$ cat src/rtl/tdm_rt_pkg.sv
package tdm_rt_pkg;

    localparam int ENTRY_W   = 15;  // external entry width, bits 14:13 reserved
    localparam int ENTRY_KEEP = 13; // bits actually stored
    localparam int NCH       = 3;
    localparam int NSTB      = 4;
    localparam int LEN_W     = 7;   // up to 64 clocks per slice

    typedef struct packed {
        logic [3:0] stb_pat;    // 12:9
        logic [3:0] chan_code;  // 8:5
        logic [2:0] len_m1;     // 4:2
        logic       byte_unit;  // 1
        logic       last;       // 0
    } slot_entry_t;

    // slice length minus one in serial clocks
    function automatic logic [LEN_W-1:0] slice_len_m1(input slot_entry_t e);
        if (e.byte_unit)
            return {1'b0, e.len_m1, 3'b111};
        return {4'b0000, e.len_m1};
    endfunction

    function automatic logic [NCH-1:0] chan_onehot(input logic [3:0] code);
        case (code)
            4'b0001: return 3'b001;
            4'b0010: return 3'b010;
            4'b0101: return 3'b100;
            default: return 3'b000;
        endcase
    endfunction

    function automatic logic [NSTB-1:0] stb_map(input logic [3:0] pat);
        logic [NSTB-1:0] s;
        for (int k = 0; k < NSTB; k++)
            s[k] = pat[NSTB-1-k];
        return s;
    endfunction

endpackage

$ cat src/rtl/tdm_rt_table.sv
module tdm_rt_table
    import tdm_rt_pkg::*;
#(
    parameter int DEPTH = 16,
    parameter int AW    = $clog2(DEPTH)
) (
    input  logic          clk,
    input  logic          rst,
    input  logic          we,
    input  logic [AW-1:0] waddr,
    input  slot_entry_t   wdata,
    input  logic [AW-1:0] raddr,
    output slot_entry_t   rdata
);

    slot_entry_t mem [DEPTH];

    always_ff @(posedge clk) begin
        if (rst) begin
            for (int i = 0; i < DEPTH; i++)
                mem[i] <= '0;
        end else if (we) begin
            mem[waddr] <= wdata;
        end
    end

    assign rdata = mem[raddr];

    p_write_lands_r9: assert property (@(posedge clk) disable iff (rst)
        we |=> mem[$past(waddr)] == $past(wdata));

endmodule

$ cat src/rtl/tdm_rt_seq.sv
module tdm_rt_seq
    import tdm_rt_pkg::*;
#(
    parameter int DEPTH = 16,
    parameter int AW    = $clog2(DEPTH)
) (
    input  logic            clk,
    input  logic            rst,
    input  logic            sync,
    output logic [AW-1:0]   tab_addr,
    input  slot_entry_t     tab_entry,
    output logic [NCH-1:0]  ch_en_o,
    output logic [NSTB-1:0] stb_o,
    output logic            frame_err_o
);

    localparam logic [AW-1:0] LAST_LOC = AW'(DEPTH - 1);

    logic             running;
    logic [AW-1:0]    idx;
    logic [LEN_W-1:0] rem;
    logic [3:0]       cur_chan;
    logic [3:0]       cur_stb;
    logic             cur_last;

    logic slice_end, frame_end, load, early;
    logic [AW-1:0] next_idx;

    always_comb begin
        slice_end = running && (rem == '0);
        frame_end = slice_end && (cur_last || idx == LAST_LOC);
        early     = sync && running && !frame_end;
        load      = sync || (slice_end && !frame_end);
        next_idx  = sync ? '0 : idx + 1'b1;
    end

    assign tab_addr = next_idx;

    always_ff @(posedge clk) begin
        if (rst) begin
            running     <= 1'b0;
            idx         <= '0;
            rem         <= '0;
            cur_chan    <= '0;
            cur_stb     <= '0;
            cur_last    <= 1'b0;
            frame_err_o <= 1'b0;
        end else begin
            frame_err_o <= early;
            if (load) begin
                running  <= 1'b1;
                idx      <= next_idx;
                rem      <= slice_len_m1(tab_entry);
                cur_chan <= tab_entry.chan_code;
                cur_stb  <= tab_entry.stb_pat;
                cur_last <= tab_entry.last;
            end else if (slice_end) begin
                running <= 1'b0;
            end else if (running) begin
                rem <= rem - 1'b1;
            end
        end
    end

    assign ch_en_o = running ? chan_onehot(cur_chan) : '0;
    assign stb_o   = running ? stb_map(cur_stb)      : '0;

    p_hold_slice_r2: assert property (@(posedge clk) disable iff (rst)
        (running && rem != '0 && !sync) |=> ($stable(ch_en_o) && $stable(stb_o)));

    p_one_route_r3: assert property (@(posedge clk) disable iff (rst)
        $onehot0(ch_en_o));

    p_start_at_zero_r5: assert property (@(posedge clk) disable iff (rst)
        $rose(running) |-> idx == '0);

    p_restart_flag_r7: assert property (@(posedge clk) disable iff (rst)
        frame_err_o |-> (running && idx == '0));

    p_stop_at_end_r8: assert property (@(posedge clk) disable iff (rst)
        (running && idx == LAST_LOC && rem == '0 && !sync) |=> !running);

endmodule

$ cat src/rtl/tdm_slot_router.sv
module tdm_slot_router
    import tdm_rt_pkg::*;
#(
    parameter int DEPTH = 16,
    localparam int AW   = $clog2(DEPTH)
) (
    input  logic               clk,
    input  logic               rst,
    input  logic               common_i,
    input  logic               rx_sync_i,
    input  logic               tx_sync_i,
    input  logic               rx_data_i,
    output logic               tx_data_o,
    output logic [NCH-1:0]     ch_rx_data_o,
    output logic [NCH-1:0]     ch_rx_en_o,
    input  logic [NCH-1:0]     ch_tx_data_i,
    output logic [NCH-1:0]     ch_tx_en_o,
    output logic [NSTB-1:0]    strobe_o,
    output logic               frame_err_o,
    input  logic [NCH-1:0]     chan_en_i,
    input  logic               wr_en_i,
    input  logic               wr_dir_i,
    input  logic [AW-1:0]      wr_addr_i,
    input  logic [ENTRY_W-1:0] wr_data_i,
    output logic               wr_err_o
);

    logic [NCH-1:0]  dir_en   [2];
    logic [NSTB-1:0] dir_stb  [2];
    logic [1:0]      dir_ferr;
    logic            locked;
    logic            unused_reserved;
    slot_entry_t     wr_entry;

    assign locked          = |chan_en_i;
    assign unused_reserved = ^wr_data_i[ENTRY_W-1:ENTRY_KEEP];
    assign wr_entry        = slot_entry_t'(wr_data_i[ENTRY_KEEP-1:0]);

    for (genvar d = 0; d < 2; d++) begin : g_dir
        logic          we;
        logic          sync_sel;
        logic [AW-1:0] raddr;
        slot_entry_t   rentry;

        assign we = wr_en_i && !locked && (common_i || (wr_dir_i == 1'(d)));

        if (d == 0) begin : g_rx_sync
            assign sync_sel = rx_sync_i;
        end else begin : g_tx_sync
            assign sync_sel = common_i ? rx_sync_i : tx_sync_i;
        end

        tdm_rt_table #(.DEPTH(DEPTH), .AW(AW)) u_tab (
            .clk   (clk),
            .rst   (rst),
            .we    (we),
            .waddr (wr_addr_i),
            .wdata (wr_entry),
            .raddr (raddr),
            .rdata (rentry)
        );

        tdm_rt_seq #(.DEPTH(DEPTH), .AW(AW)) u_seq (
            .clk         (clk),
            .rst         (rst),
            .sync        (sync_sel),
            .tab_addr    (raddr),
            .tab_entry   (rentry),
            .ch_en_o     (dir_en[d]),
            .stb_o       (dir_stb[d]),
            .frame_err_o (dir_ferr[d])
        );
    end

    always_ff @(posedge clk) begin
        if (rst)
            wr_err_o <= 1'b0;
        else if (wr_en_i && locked)
            wr_err_o <= 1'b1;
    end

    assign ch_rx_en_o   = dir_en[0];
    assign ch_tx_en_o   = dir_en[1];
    assign ch_rx_data_o = dir_en[0] & {NCH{rx_data_i}};
    assign tx_data_o    = |(dir_en[1] & ch_tx_data_i);
    assign strobe_o     = dir_stb[0] | dir_stb[1];
    assign frame_err_o  = |dir_ferr;

    p_refuse_flag_r9: assert property (@(posedge clk) disable iff (rst)
        (wr_en_i && locked) |=> wr_err_o);

    p_flag_sticky_r9: assert property (@(posedge clk) disable iff (rst)
        wr_err_o |=> wr_err_o);

    p_tx_quiet_r11: assert property (@(posedge clk) disable iff (rst)
        (ch_tx_en_o == '0) |-> !tx_data_o);

    p_common_start_r10: assert property (@(posedge clk) disable iff (rst)
        (common_i && rx_sync_i) |=> (ch_rx_en_o == ch_tx_en_o));

endmodule

$ cat config.mk
export PLATFORM = sky130hd
export DESIGN_NAME = tdm_slot_router
export DESIGN_NICKNAME = d
export VERILOG_FILES = /design/src/rtl/tdm_rt_pkg.sv /design/src/rtl/tdm_rt_table.sv /design/src/rtl/tdm_rt_seq.sv /design/src/rtl/tdm_slot_router.sv
export SDC_FILE = /design/constraint.sdc
export NUM_CORES = 1
export LEC_CHECK = 0
export BUFFER_PORTS_ARGS = -buffer_cell sky130_fd_sc_hd__buf_4
export CAP_MARGIN = 0
export CORE_MARGIN = 2
export CORE_UTILIZATION = 63
export DETAILED_ROUTE_END_ITERATION = 12
export GPL_TIMING_DRIVEN = 1
export PLACE_DENSITY = 0.81
export SYNTH_ARGS = -nofsm -noshare
export SYNTH_HDL_FRONTEND = slang
export SYNTH_HIERARCHICAL = 1
export SYNTH_SLANG_ARGS = --single-unit
$ cat constraint.sdc
create_clock -name clk -period 3.33 [get_ports clk]
set_input_delay 0.1665 -clock clk [delete_from_list [all_inputs] [get_ports clk]]
set_output_delay 0.1665 -clock clk [all_outputs]
set_load 0.03 [all_outputs]
; ---- Yosys cells after proc, flatten, opt, wreduce, memory -nomap -nowiden
; Memories as Yosys holds them, arrays and structs flattened.
; Cells that the tools add are included.
[classes]
add_sub_neg = 4
n_eq_ne = 10
mux = 43
bitwise_logic = 4
n_reduce_logical = 36
[ops]
columns = cell, n
row1 = 2-to-1 mux 7 bit, 10
row2 = 2-to-1 mux 13 bit, 2
row3 = OR reduction 13 bit, 2
row4 = 2-to-1 mux 4 bit, 6
row5 = 2-to-1 mux 1 bit, 21
row6 = case mux 3 bit (3 select lines), 2
row7 = logical AND 1 bit, 14
row8 = logical NOT 7 bit, 2
row9 = "subtractor 7 x 1 -> 7 bit, second input constant", 2
row10 = "adder 4 x 1 -> 4 bit, second input constant", 2
row11 = "equality test 4 x 1 -> 1 bit, second input constant", 2
row12 = "equality test 4 x 2 -> 1 bit, second input constant", 2
row13 = "equality test 4 x 3 -> 1 bit, second input constant", 2
row14 = "equality test 4 bit, second input constant", 2
row15 = nonzero test 2 bit, 4
row16 = bitwise AND 3 bit, 2
row17 = logical OR 1 bit, 6
row18 = 2-to-1 mux 3 bit, 2
row19 = OR reduction 3 bit, 2
row20 = "inequality test 2 bit, second input constant", 2
row21 = bitwise OR 4 bit, 1
row22 = AND reduction 2 bit, 2
row23 = logical NOT 1 bit, 3
row24 = OR reduction 2 bit, 1
row25 = NOT 1 bit, 1
[totals]
regBits = 45
mem_bits_rw = 416
in_bits = 33
mem_count = 2
[memory_table]
columns = name, words, word_bits, rd, rd_ports_with_merged_regs, write_ports, line
row1 = g_dir[0].u_tab.mem, 16, 13, 1, 0, 16, tdm_rt_table.sv:16  ; slot_entry_t mem [DEPTH];
row2 = g_dir[1].u_tab.mem, 16, 13, 1, 0, 16, tdm_rt_table.sv:16

; ---- Logic depth before layout (Yosys ltp)
; Gate-level depths: netlist (run 1).
[depth]
depth_word = 10
ltp_mapped = 12

; ---- Cells and area by module
; The synthesis (run 1) kept the hierarchy.
[by_module_without_submodules]
columns = module, instances, cells_each, area_per_inst_um2, seq_area_each_um2
row1 = tdm_rt_table, 2, 597, 9407.8, 6246.0
row2 = tdm_rt_seq, 2, 132, 1151.1, 440.4
row3 = tdm_slot_router, 1, 19, 142.6, 20.0

; ---- Least setup slack after synthesis (run 1)
; OpenSTA, ideal clock, no wires.
[synth_timing]
path_type = input to register
startpoint = input port common_i
endpoint = register g_dir[1].u_seq.rem[5]
setup_time_ns = 0.144
t_arrival_ns = 2.508
t_required_ns = 3.186
setup_slack_ns = 0.678
stages = 12
n_path_buf = 3
cell_sequence = mux2_2 clkbuf_1 nor2_1 buf_2 buf_2 mux4_2 a22oi_1 nand2_1 nand2_1 nand3_1 o311ai_0 a222oi_1
[synth_lines]
columns = item, line
row1 = start: declaration, tdm_slot_router.sv:9  ; input logic common_i,
row2 = end signal: assignment, tdm_rt_seq.sv:53  ; rem <= slice_len_m1(tab_entry);
row3 = end signal: assignment, tdm_rt_seq.sv:60  ; rem <= rem - 1'b1;
row4 = end: declaration, tdm_rt_seq.sv:21  ; logic [LEN_W-1:0] rem;

==> results of run 1 <==
## final cells by class
cell class / instances / area share
sequential: 461 / 0.567
multi-input combinational: 901 / 0.315
clock buffer: 57 / 0.0514
timing repair buffer: 105 / 0.0353
tap: 448 / 0.0237
clock inverter: 23 / 0.00577
inverter: 11 / 0.00175
## timing repair
| action | 4_1_cts | 5_1_grt |
|---|---|---|
| gates resized for setup | 0 | 1 |
| setup endpoints to repair | 0 | 1 |
| hold buffers | 3 | 0 |
| hold endpoints to repair | 4 | 0 |
## worst max path at each step
| stage | to | slack (ns) | cells after the start |
|---|---|---|---|
| finish | g_dir[1].u_seq/rem[5]$_SDFFE_PP0P_ | 0.33 | 12 |
| detailed placement | g_dir[1].u_seq/rem[5]$_SDFFE_PP0P_ | 0.40 | 12 |
| global route | g_dir[0].u_seq/rem[5]$_SDFFE_PP0P_ | 0.13 | 10 |
| global placement | g_dir[1].u_seq/rem[5]$_SDFFE_PP0P_ | 0.45 | 12 |
| floorplan | g_dir[1].u_seq/rem[5]$_SDFFE_PP0P_ | 0.68 | 12 |
| CTS | g_dir[0].u_seq/rem[5]$_SDFFE_PP0P_ | 0.35 | 10 |
## per-layer routing
metal,track usage,vias to the layer above,wire length [microns]
met4,0.0902,0,1420
met1,0.385,6137,18400
met5,0,-,0
met2,0.452,583,23500
li1,-,5528,-
met3,0.0404,85,4170
## flip-flops by register name, indices dropped and copies added (netlist names)
register,count
g_dir.u_seq/cur_chan,8
g_dir.u_seq/cur_last,2
g_dir.u_seq/cur_stb,8
g_dir.u_seq/frame_err_o,2
g_dir.u_seq/idx,8
g_dir.u_seq/rem,14
g_dir.u_seq/running,2
g_dir.u_tab/mem,416
wr_err_o,1
## cell usage after synthesis (9+ instances only)
| master | count |
|---|---|
| nand2b_1 | 9 |
| clkbuf_1 | 84 |
| nand2_1 | 36 |
| a22oi_1 | 52 |
| nor2_1 | 59 |
| nor3_1 | 21 |
| or2_2 | 37 |
| nand3_1 | 14 |
| mux4_2 | 104 |
| mux2i_1 | 18 |
| and2_1 | 429 |
| edfxtp_1 | 416 |
| a21oi_1 | 12 |
| inv_1 | 11 |
| buf_2 | 16 |
| dfxtp_1 | 45 |
## power by group
part	internal [mW]	switching, mW
sequential	6.60	0.120
combinational	0.439	0.620
clock	2.65	2.08
total	9.68	2.82
## cells by family after synthesis
group,after synthesis,share of synthesized area
adders and majority gates,4,0.00235
AOI/OAI and AO/OA,102,0.0363
and+or+nand+nor,660,0.186
xor gates and xnor gates,12,0.00494
buffers and inverters,115,0.0217
DFF,461,0.630
muxes,123,0.119
## worst max-delay path, delay by kind of cell
family / cells / cell delay, ns
buffers and inverters: 3 / 0.98
muxes: 2 / 0.96
AOI/OAI and AO/OA: 3 / 0.75
and+or+nand+nor: 4 / 0.54
## metrics by stage
step | hold WS [ns] | instance area [sq um] | setup WS (ns) | cells | utilization
floorplan | 0.246 | 21300 | 0.678 | 1477 | -
global placement | 0.455 | 22200 | 0.451 | 1923 | 0.666
detailed placement | 0.465 | 22200 | 0.397 | 1923 | 0.666
CTS | 0.144 | 23600 | 0.350 | 2006 | 0.708
global route | 0.174 | 23600 | 0.125 | 2006 | 0.708
finish | 0.152 | 23600 | 0.326 | 2006 | 0.708
==> flow_summary.ini, run 1 <==
[yosys]
synth_top_area_frac = 0.588
synthesis.area_sq_mm = 0.0213
ys_ff_latch = 461
synth-edff-count = 416
synth-seq-area-share = 0.630
syn_nets = 1514
synthCells = 1477
ys_top_cells_by_area = edfxtp_1 59%, and2_1 13%, mux4_2 11%, dfxtp_1 4.2%, a22oi_1 1.8%
synth_ff_type = edfxtp_1
synth_top_area_cell = edfxtp_1
async_flop_share = 0
avgSynthCellArea_sq_um = 14.4
synth_cell_types = 51
synth_warnings = 6

[worst_setup_path]
cp-end-kind = register
reg2reg_slack_ns = 0.36
cpMostUsedCell = nand2_1
setup.worst_path.start = rx_sync_i
crit_path_max_incr_delay_ns = 0.53
path_cells = dlygate4sd3_1 > buf_4 > mux2_2 > nor2_4 > buf_12 > mux4_2 > a22oi_1 > nand2_1 > nand2_1 > nand3_1 > o311ai_0 > a222oi_1
cp_max_fo = 25
r2r_cells = 10
reg2reg_from = g_dir[0].u_seq/idx[0]$_SDFFE_PP0N_
crit_slowest_cell = dlygate4sd3_1
worstSetupPathType = in -> reg
start_kind = primary input
worst_ep_arrival_time_ns = 3.42
r2r-end = g_dir[0].u_seq/rem[5]$_SDFFE_PP0P_
required_ns = 3.74

[routing]
wl_per_cell_microns = 23.7
vias = 12300
wl_mm = 47.6
antenna_left = 0
drt-initial-drc-count = 1419
vias_per_cell = 6.15
drc = 0
first_pass_iters = 7

[clock_network]
clk_latency_ns = 0.55
cts_made_buffers = 45
clockRootBuffer = clkbuf_16
post_cts.repair.setup_buffers = 0
clkTransAtPathRegs_ns = 0.06
clk_path_buf_depth = 3
clock_sinks = 461
cts_max_level = 2
cts_tree = built

[sta]
fin_skew_ns = 0.0182
rsz0062_at_grt = false
post-route-period-util = 0.902
setup_viol = 0
period_needed_ns = 3.00
hold_viol = 0
tightest_slew_ns = 0.607
relSlewSlack = 0.595
fmax_mhz = 333
setup_tns_ns = 0
finalMaxSlewViolations = 0

[placed_design]
numPortBuffers = 46
place_congestion = 0.877
hpwl_mm = 29.3

[status]
status = completed

[layout]
mostFrequentLayoutCells = 429 x and2_1, 416 x edfxtp_1, 104 x mux4_2
drive_gt1_frac = 0.213
final_common_cell = and2_1
diodes = 0
fillCellCount = 2150
nets = 1562
regArea_sq_mm = 0.0134
area_delta_synth_final_pct = 11.1
multi_input_area_sq_mm = 0.00744

[grt]
grt_pass1_wl_mm = 72.6
track_usage = 0.275
grt_max_degree = 53
overflow = 0
antenna_found_initial = 0
grt_pass1_vias = 12500

[min_path]
holdPathStages = 2
min_from = wr_data_i[1]
min_to = g_dir[1].u_tab/mem[6][1]$_SDFFCE_PN0P_
hold_path_class = in -> reg

[floorplan]
io_pins = 49
die_area_sq_mm = 0.0352
die_w_microns = 188
initial_utilization = 0.637
die_h_microns = 188
rows = 67
fp.coreArea_sq_mm = 0.0334

[pwr]
total_power_mw = 12.5
power_density_mw_per_mm2 = 530
leakagePower_nw = 8.33
vdd_drop_max_mv = 0.388

[job]
maxCapViolCount = 0
(Power assumes the default switching activity.)
==> inputs of run 2 (changes only) <==
Settings changed: CORE_UTILIZATION 63 to 65, CTS_BUF_LIST from default to sky130_fd_sc_hd__clkbuf_4 sky130_fd_sc_hd__clkbuf_8, PLACE_DENSITY 0.81 to 0.83.
==> flow_summary.ini, run 2 (same netlist as run 1, synthesis figures left out) <==
[pwr]
power_density_mw_per_mm2 = 524
vdd_drop_max_mv = 0.256
leakagePower_nw = 8.51
total_power_mw = 12.5

[worst_setup_path]
reg2reg_from = g_dir[0].u_seq/idx[0]$_SDFFE_PP0N_
worst_ep_arrival_time_ns = 3.58
path_cells = ha_1 > xnor2_1 > nor2_1 > nor2_1 > a22oi_1 > nand2_1 > nand2_1 > a21oi_1 > o311ai_0 > a222oi_1
crit_slowest_cell = nor2_1
crit_path_max_incr_delay_ns = 0.74
cp_max_fo = 13
cp_num_buf_inv = 0
crit_family = simple AND/OR/NAND/NOR gates
start_kind = register
r2r_cells = 10
cp.depth = 10
required_ns = 3.82
worstSetupPathType = reg -> reg
cp-end-kind = register
reg2reg_slack_ns = 0.24
r2r-end = g_dir[0].u_seq/rem[5]$_SDFFE_PP0P_

[sta]
tightest_slew_ns = 1.03
hold_viol = 0
relSlewSlack = 0.314
fmax_mhz = 324
finalWorstSetupSlack_ns = 0.242
setup_tns_ns = 0
finalMaxSlewViolations = 0
post-route-period-util = 0.927
fin_skew_ns = 0.0285
rsz0062_at_grt = false
setup_viol = 0
period_needed_ns = 3.09

[layout]
nets = 1608
drive_gt1_frac = 0.246
final_common_cell = and2_1
top_regs = g_dir.u_tab/mem (416), g_dir.u_seq/rem (14)
diodes = 0
regMostFlops = g_dir.u_tab/mem
area_delta_synth_final_pct = 11.9
mostFrequentLayoutCells = 429 x and2_1, 416 x edfxtp_1, 118 x buf_4
largest_reg_flops = 416

[clock_network]
cts.repair.resized = 0
cts_tree = built
cts_max_level = 3
clk_latency_ns = 0.61
clk_path_buf_depth = 3
clkTransAtPathRegs_ns = 0.06
clock_sinks = 461
cts_made_buffers = 73
clockRootBuffer = clkbuf_8

[routing]
drt-initial-drc-count = 1119
antenna_left = 0
wl_per_cell_microns = 22.9
drc = 0
vias_per_cell = 6.15
vias = 12700
first_pass_iters = 5
wl_mm = 47.3

[placed_design]
numPortBuffers = 46
post-place-ws_ns = 0.357
hpwl_mm = 30.4
place_congestion = 0.866

[grt]
track_usage = 0.286
overflow = 0
grt_pass1_vias = 13000
grt_pass1_wl_mm = 72.1
grt_max_degree = 47
antenna_found_initial = 0

[min_path]
min_to = g_dir[0].u_tab/mem[8][1]$_SDFFCE_PN0P_
min_from = wr_data_i[1]
holdPathStages = 2
hold_path_class = in -> reg

[floorplan]
rows = 66
die_h_microns = 185
io_pins = 49
die_w_microns = 185
initial_utilization = 0.657
fp.coreArea_sq_mm = 0.0324
die_area_sq_mm = 0.0342

[job]
maxCapViolCount = 0

[status]
status = completed
## run 2: changes by cell type in the layout (fill, tap and decap cells not counted), moves of 2 or more
| cell | before | now |
|---|---|---|
| buf_4 | 99 | 118 |
| clkinvlp_2 | 2 | 0 |
| clkinv_1 | 10 | 18 |
| buf_12 | 3 | 1 |
| clkbuf_16 | 47 | 0 |
| inv_6 | 1 | 4 |
| clkbuf_8 | 0 | 77 |
| clkbuf_4 | 0 | 20 |
| clkbuf_1 | 10 | 0 |
## run 2: area by class of cell
type | instances | area (sq um)
Tap cell | 442 | 553
Fill cell | 1977 | 8570
Multi-Input combinational cell | 901 | 7440
Inverter | 11 | 41.3
Sequential cell | 461 | 13400
Clock buffer | 97 | 1210
Clock inverter | 34 | 218
Timing Repair Buffer | 123 | 946
## run 2: worst max-delay path by stage
| stage | startpoint | slack [ns] | end |
|---|---|---|---|
| after floorplan | common_i | 0.68 | g_dir[1].u_seq/rem[5]$_SDFFE_PP0P_ |
| after global placement | common_i | 0.41 | g_dir[1].u_seq/rem[5]$_SDFFE_PP0P_ |
| after detailed placement | common_i | 0.36 | g_dir[1].u_seq/rem[5]$_SDFFE_PP0P_ |
| after CTS | g_dir[0].u_seq/idx[0]$_SDFFE_PP0N_ | 0.38 | g_dir[0].u_seq/rem[5]$_SDFFE_PP0P_ |
| after global routing | g_dir[0].u_seq/idx[0]$_SDFFE_PP0N_ | 0.14 | g_dir[0].u_seq/rem[5]$_SDFFE_PP0P_ |
| final | g_dir[0].u_seq/idx[0]$_SDFFE_PP0N_ | 0.24 | g_dir[0].u_seq/rem[5]$_SDFFE_PP0P_ |
## run 2: through the flow
stage                     instances  instance area, sq um   util  hold WS [ns]
after global routing           2069                 23800  0.735         0.116
after floorplan                1477                 21300      -         0.246
after detailed placement       1934                 22300  0.690         0.465
after global placement         1934                 22300  0.690         0.457
after CTS                      2069                 23800  0.735        0.0915
final                          2069                 23800  0.735         0.122
## run 2: power by group
part	switching [mW]	total (mW)	internal (mW)	leakage [nW]
clock	2.16	4.69	2.54	0.752
sequential	0.126	6.73	6.60	4.32
combinational	0.618	1.06	0.447	3.44
total	2.90	12.5	9.58	8.51
## run 2: per-layer routing
metal | up-vias | wire length [microns] | GRT usage
li1 | 5633 | - | -
met1 | 6355 | 18500 | 0.386
met2 | 643 | 23300 | 0.474
met3 | 97 | 4320 | 0.0572
met4 | 0 | 1210 | 0.0956
met5 | - | 0 | 0
## run 2: what timing repair did
action | 4_1_cts | 5_1_grt
endpoints found under the hold margin | 9 | 0
buffers inserted | 0 | 0
hold buffers | 4 | 0
